<file path="src/rtl/irqc_pkg.sv">
package irqc_pkg;
  localparam int BANK_W  = 32;
  localparam int WIN_LSB = 4;

  typedef enum logic [1:0] {
    REG_CAUSE = 2'd0,
    REG_NORM  = 2'd1,
    REG_FAST  = 2'd2,
    REG_ENDP  = 2'd3
  } reg_sel_e;

  function automatic logic any_gated(input logic [BANK_W-1:0] req,
                                     input logic [BANK_W-1:0] en);
    return |(req & en);
  endfunction
endpackage

</file>
<file path="src/rtl/irqc_decode.sv">
module irqc_decode
  import irqc_pkg::*;
#(
  parameter int NUM_BANKS = 2,
  parameter int ADDR_W    = 8,
  localparam int BANK_IDX_W = ADDR_W - WIN_LSB
) (
  input  logic [ADDR_W-1:0]     addr_i,
  output logic [BANK_IDX_W-1:0] bank_idx_o,
  output reg_sel_e              reg_sel_o,
  output logic                  hit_o
);
  localparam logic [BANK_IDX_W:0] NB = NUM_BANKS[BANK_IDX_W:0];

  logic unused_lsb;
  assign unused_lsb = ^addr_i[1:0];

  assign bank_idx_o = addr_i[ADDR_W-1:WIN_LSB];
  assign reg_sel_o  = reg_sel_e'(addr_i[3:2]);
  assign hit_o      = ({1'b0, bank_idx_o} < NB);
endmodule

</file>
<file path="src/rtl/irqc_bank.sv">
module irqc_bank
  import irqc_pkg::*;
(
  input  logic              clk,
  input  logic              rst_n,
  input  logic [BANK_W-1:0] src_i,
  input  logic              wr_i,
  input  reg_sel_e          reg_sel_i,
  input  logic [BANK_W-1:0] wdata_i,
  output logic [BANK_W-1:0] cause_o,
  output logic [BANK_W-1:0] normm_o,
  output logic [BANK_W-1:0] fastm_o,
  output logic [BANK_W-1:0] endpm_o
);
  always_ff @(posedge clk) begin
    if (!rst_n) begin
      cause_o <= '0;
      normm_o <= '0;
      fastm_o <= '0;
      endpm_o <= '0;
    end else begin
      cause_o <= src_i;
      if (wr_i) begin
        case (reg_sel_i)
          REG_NORM: normm_o <= wdata_i;
          REG_FAST: fastm_o <= wdata_i;
          REG_ENDP: endpm_o <= wdata_i;
          default:  ;
        endcase
      end
    end
  end
endmodule

</file>
<file path="src/rtl/irqc_prio.sv">
module irqc_prio #(
  parameter int N     = 64,
  parameter int IDX_W = 6
) (
  input  logic [N-1:0]     vec_i,
  output logic             valid_o,
  output logic [IDX_W-1:0] idx_o
);
  function automatic logic [IDX_W-1:0] first_set(input logic [N-1:0] v);
    logic [IDX_W-1:0] r;
    r = '0;
    for (int i = N - 1; i >= 0; i--) begin
      if (v[i]) r = IDX_W'(i);
    end
    return r;
  endfunction

  assign valid_o = |vec_i;
  assign idx_o   = first_set(vec_i);
endmodule

</file>
<file path="src/rtl/banked_irq_ctrl.sv">
module banked_irq_ctrl
  import irqc_pkg::*;
#(
  parameter int NUM_BANKS = 2,
  parameter int ADDR_W    = 8,
  localparam int NUM_SRC  = NUM_BANKS * BANK_W,
  localparam int IDX_W    = $clog2(NUM_SRC)
) (
  input  logic                 clk,
  input  logic                 rst_n,
  input  logic [NUM_SRC-1:0]   src_i,
  input  logic                 bus_wr_i,
  input  logic [ADDR_W-1:0]    bus_addr_i,
  input  logic [31:0]          bus_wdata_i,
  output logic [31:0]          bus_rdata_o,
  output logic                 irq_o,
  output logic                 fiq_o,
  output logic [NUM_BANKS-1:0] ep_o,
  output logic                 pend_valid_o,
  output logic [IDX_W-1:0]     pend_idx_o
);
  localparam int BANK_IDX_W = ADDR_W - WIN_LSB;

  logic [BANK_IDX_W-1:0] bank_idx;
  reg_sel_e              reg_sel;
  logic                  addr_hit;

  logic [BANK_W-1:0] cause_b [NUM_BANKS];
  logic [BANK_W-1:0] normm_b [NUM_BANKS];
  logic [BANK_W-1:0] fastm_b [NUM_BANKS];
  logic [BANK_W-1:0] endpm_b [NUM_BANKS];

  logic [NUM_SRC-1:0]   cause_flat, normm_flat, fastm_flat, endpm_flat;
  logic [NUM_SRC-1:0]   irq_hit_flat;
  logic [NUM_BANKS-1:0] norm_any, fast_any;
  logic                 cause_wr_hit;

  irqc_decode #(.NUM_BANKS(NUM_BANKS), .ADDR_W(ADDR_W)) u_dec (
    .addr_i     (bus_addr_i),
    .bank_idx_o (bank_idx),
    .reg_sel_o  (reg_sel),
    .hit_o      (addr_hit)
  );

  assign cause_wr_hit = bus_wr_i && addr_hit && (reg_sel == REG_CAUSE);

  for (genvar g = 0; g < NUM_BANKS; g++) begin : g_bank
    logic wr_g;
    assign wr_g = bus_wr_i && addr_hit && (bank_idx == BANK_IDX_W'(g));

    irqc_bank u_bank (
      .clk       (clk),
      .rst_n     (rst_n),
      .src_i     (src_i[g*BANK_W +: BANK_W]),
      .wr_i      (wr_g),
      .reg_sel_i (reg_sel),
      .wdata_i   (bus_wdata_i),
      .cause_o   (cause_b[g]),
      .normm_o   (normm_b[g]),
      .fastm_o   (fastm_b[g]),
      .endpm_o   (endpm_b[g])
    );

    assign cause_flat[g*BANK_W +: BANK_W] = cause_b[g];
    assign normm_flat[g*BANK_W +: BANK_W] = normm_b[g];
    assign fastm_flat[g*BANK_W +: BANK_W] = fastm_b[g];
    assign endpm_flat[g*BANK_W +: BANK_W] = endpm_b[g];

    assign norm_any[g] = any_gated(cause_b[g], normm_b[g]);
    assign fast_any[g] = any_gated(cause_b[g], fastm_b[g]);
    assign ep_o[g]     = any_gated(cause_b[g], endpm_b[g]);
  end

  assign irq_hit_flat = cause_flat & normm_flat;
  assign irq_o        = |norm_any;
  assign fiq_o        = |fast_any;

  irqc_prio #(.N(NUM_SRC), .IDX_W(IDX_W)) u_prio (
    .vec_i   (irq_hit_flat),
    .valid_o (pend_valid_o),
    .idx_o   (pend_idx_o)
  );

  always_comb begin
    bus_rdata_o = '0;
    for (int b = 0; b < NUM_BANKS; b++) begin
      if (addr_hit && bank_idx == BANK_IDX_W'(b)) begin
        case (reg_sel)
          REG_CAUSE: bus_rdata_o = cause_b[b];
          REG_NORM:  bus_rdata_o = normm_b[b];
          REG_FAST:  bus_rdata_o = fastm_b[b];
          REG_ENDP:  bus_rdata_o = endpm_b[b];
          default:   bus_rdata_o = '0;
        endcase
      end
    end
  end
endmodule

</file>
<file path="config.mk">
export PLATFORM = sky130hd
export DESIGN_NAME = banked_irq_ctrl
export DESIGN_NICKNAME = d
export VERILOG_FILES = /design/src/rtl/irqc_pkg.sv /design/src/rtl/irqc_decode.sv /design/src/rtl/irqc_bank.sv /design/src/rtl/irqc_prio.sv /design/src/rtl/banked_irq_ctrl.sv
export SDC_FILE = /design/constraint.sdc
export NUM_CORES = 1
export LEC_CHECK = 0
export BUFFER_PORTS_ARGS = -buffer_cell sky130_fd_sc_hd__buf_2
export CORE_MARGIN = 2
export CORE_UTILIZATION = 40
export CTS_CLUSTER_SIZE = 30
export DETAILED_ROUTE_END_ITERATION = 6
export GPL_ROUTABILITY_DRIVEN = 0
export GPL_TIMING_DRIVEN = 1
export SYNTH_ARGS = -nofsm -noshare
export SYNTH_HDL_FRONTEND = slang
export SYNTH_SLANG_ARGS = --single-unit
</file>
<file path="constraint.sdc">
create_clock -name clk -period 6.2 [get_ports clk]
set_input_delay 1.24 -clock clk [delete_from_list [all_inputs] [get_ports clk]]
set_output_delay 1.24 -clock clk [all_outputs]
set_load 0.02 [all_outputs]
</file>
==> summary by stage <==
Status
The flow ran to the end, and the final reports show no timing, DRC or antenna violations.

STA
The portion of the clock cycle consumed by the worst path in the final layout is 73.8%. Summed over all failing endpoints, the final setup total negative slack is 0 ns. Based on the critical path, the design can be clocked at up to 219 MHz. The number of endpoints failing setup at the final stage is 0. The shortest period the worst path allows is 4.57 ns. Setup repair after global routing left no endpoint under its margin. The number of endpoints with negative hold slack in the final report came to 0.

At the pin with the least slew margin, the transition time is 0.946 ns. The remaining max-slew budget at the tightest pin is 36.9%. The clock skew is 0 ns.

The number of max-slew violations in the final report is 0.

Setup path
The worst setup path startpoint is bus_addr_i[2]. Data arrives at the worst endpoint at 3.33 ns. The startpoint identified for the worst register-to-register timing path is g_bank[1].u_bank.endpm_o[9]$_SDFFE_PN0P_. Of all nets on the critical path, the largest fanout is 32. The sort of element at the end of the critical path is an output pin.

The type of the worst setup path is input pin to output pin. Data on the critical path is required at its endpoint by 4.96 ns. STA classifies the critical path startpoint as an input pin.

Logic synthesis
The top flip-flop cell by instance count after synthesis is dfxtp_1. During synthesis, Yosys emitted a total of 0 warnings. The average cell area after synthesis is 9.14 um^2. The register area share after synthesis is 41.4%. The number of nets handed over by synthesis was 1462.

Counting flops with a built-in enable in the synthesized netlist gives 0. The cell count after synthesis came out at 1355. The synthesized area is 0.0124 mm^2. In the synthesized netlist the async set-or-reset flop fraction comes to 0%. The number of storage elements in the synthesis netlist is 256.

The distinct cell type count of the synthesized netlist is 49.

Power and ir drop
The share of power burned in combinational logic is 5.9%. The power dissipated by switching net loads is 901 uW. The areal power density over the cells is 255 mW/mm^2. The fraction of power spent switching nets is 24.7%. The static power due to leakage is 0.00510 uW. In this run, the clock network consumes 46.5% of the power. The design internal power is 2750 uW. The completed layout was analyzed and its total power is 3650 uW. Registers are responsible for 47.6% of the overall power. IR analysis of the VDD net gives a maximum drop of 205 uV.

GRT
Global routing finished with a remaining overflow of 0. The largest net degree at the start of global routing is 89. The first-pass GRT wire length is 71100 um. The number of global-route vias before repair is 10.7k. The overall global routing resource usage is 29.1%. The initial antenna violation count is 3.

Clock network
The maximum level of the CTS H-tree is 1. TritonCTS built the clock tree. At the later pin of the worst-skew pair, clock insertion delay measures 0.56 ns. The number of setup buffers added after CTS is 0. For this design, the CTS-stage hold fixing added 0 buffers. Counting the buffers created by CTS gives 29. In this run the clock root is driven by a clkbuf_16. For this design, the sink count on the clock tree is 256. Once the clock tree was built, the resizer swapped 0 gates to a different size. The longest clock path from root to sink contains 3 buffers. After clock tree synthesis, the clock-pin slew on the worst setup and hold paths is 0.06 ns.

Detailed routing
Once detail routing completed, the nets flagged for antenna violations numbered 0. The routed wire length per instance is 26.1 um. The overall via count from detail_route is 11.6k. The detailed router finished its first iteration with 1639 violations. The count of unresolved DRC violations after routing is 0. The average vias per placed instance is 6.19. The first TritonRoute pass finished after 6 iterations. The final wirelength is 48900 um.

Floorplanning
The area of the placeable core is 0.0305 mm^2. The row count is 64. The die is 180 um wide. The vertical die dimension is 180 um.

The initial core utilization is 40.6%. The area enclosed by the die boundary is 0.0324 mm^2. The count of pins on the block boundary is 150.

Finish
Relative to the synthesized area, the layout overhead comes to 15.5%. The filler cell count in the final layout is 2972. Leaving out fill and tap cells, the most frequent cell in the layout is nand2_1. The library cells used most frequently in the layout, excluding fill and tap cells, are 425 x nand2_1, 256 x dfxtp_1, 145 x buf_2, 124 x a21boi_0, 70 x and2_1.

At the end of the flow, the number of nets in the layout was 1562. The antenna cell count is 0. Cells with a size suffix above 1 make up 19.6% of the layout.

Across the whole layout, storage elements account for 0.00512 mm^2. The area of combinational cells with multiple inputs is 0.00690 mm^2.

Placement
The estimated wirelength of the detail-placed design is 34600 um. During placement, the flow inserted port buffers numbering 147.

Worst hold path
In this run the most critical hold path is launched from g_bank[1].u_bank.fastm_o[12]$_SDFFE_PN0P_. The min-delay analysis places its worst path in the category flop to flop.

Run
The number of maximum-capacitance constraint violations is 0.
==> path summary, 6_finish.rpt <==
kind,endpoint,slack [ns],cells after the start
worst max register to register,g_bank[1].u_bank.endpm_o[9]$_SDFFE_PN0P_,5.34,2
worst min-delay path,g_bank[1].u_bank.fastm_o[12]$_SDFFE_PN0P_,0.48,2
worst min register to register,g_bank[1].u_bank.fastm_o[12]$_SDFFE_PN0P_,0.48,2
worst max-delay path,bus_rdata_o[7],1.63,5
==> worst max-delay path, cell delays in order <==
cell	delay (ns)
buf_2	0.64
buf_4	0.55
mux4_2	0.39
a22o_1	0.28
buf_2	0.17
==> sequential cells by signal, indices dropped and copies added, names as in the netlist <==
register	count
g_bank.u_bank.normm_o	64
g_bank.u_bank.endpm_o	64
g_bank.u_bank.fastm_o	64
g_bank.u_bank.cause_o	64
==> synthesized netlist by cell type, types with 3 or more instances <==
cell type,count,share of area [%]
buf_2,40,1.6
or4_1,3,0.18
nor3_2,4,0.32
a21boi_0,124,7.5
nand4_1,13,0.66
clkbuf_1,50,1.5
nand3b_1,3,0.18
nor4_1,3,0.15
nand3_1,10,0.40
a32oi_1,10,0.71
a21oi_1,16,0.65
o2111ai_1,4,0.28
a31oi_1,4,0.20
o21ai_0,10,0.40
a22o_1,64,4.5
a22oi_1,40,2.4
nand2_1,425,13
mux4_2,64,12
dfxtp_1,256,41
a221oi_1,25,1.8
nor2_1,6,0.18
a222oi_1,4,0.32
nor3_1,4,0.16
a21boi_1,69,4.2
or3_1,6,0.30
and2_1,70,3.5
==> per-layer routing <==
layer	vias up	wire length, um	track usage (%)
met5	-	13	0
met4	2	2760	13.1
met3	159	5160	6.42
met2	750	21100	44.3
met1	5592	19800	39.6
li1	5089	-	-
==> logic make-up after synthesis <==
family                 Yosys count  share of synthesized area (%)
multiplexers                    64                           11.6
flip-flops                     256                           41.4
AND/OR/NAND/NOR                560                           20.0
AO/OA/AOI/OAI                  381                           23.8
buffers and inverters           94                           3.28
==> power groups by stage <==
stage / logic, uW / clock network [uW] / registers, uW
2_1_floorplan: 129 / 0 / 1730
3_3_place_gp: 212 / 0 / 1770
3_5_place_dp: 214 / 0 / 1770
4_1_cts: 215 / 1710 / 1730
5_1_grt: 231 / 1770 / 1730
6_report: 216 / 1690 / 1740
==> stage by stage <==
stage               util [%]  hold WS [ns]  setup slack, ns  cell area (um^2)  instances
floorplan                  -         0.445             2.23             12400       1355
global placement        43.9         0.456             1.62             13400       1820
detailed placement      43.9         0.467             1.61             13400       1820
CTS                     46.9         0.477             1.61             14300       1874
global route            46.9         0.490             1.47             14300       1874
finish                  46.9         0.481             1.63             14300       1874
==> area by class of cell <==
type	count	share of cell area, %
inverter	1	0.0262
clock inverter	15	1.03
timing repair buffer	162	5.99
sequential	256	35.8
clock buffer	39	5.47
multi-input combinational	1005	48.2
tap	396	3.46
Note: power is estimated with default switching activity, not from simulation.
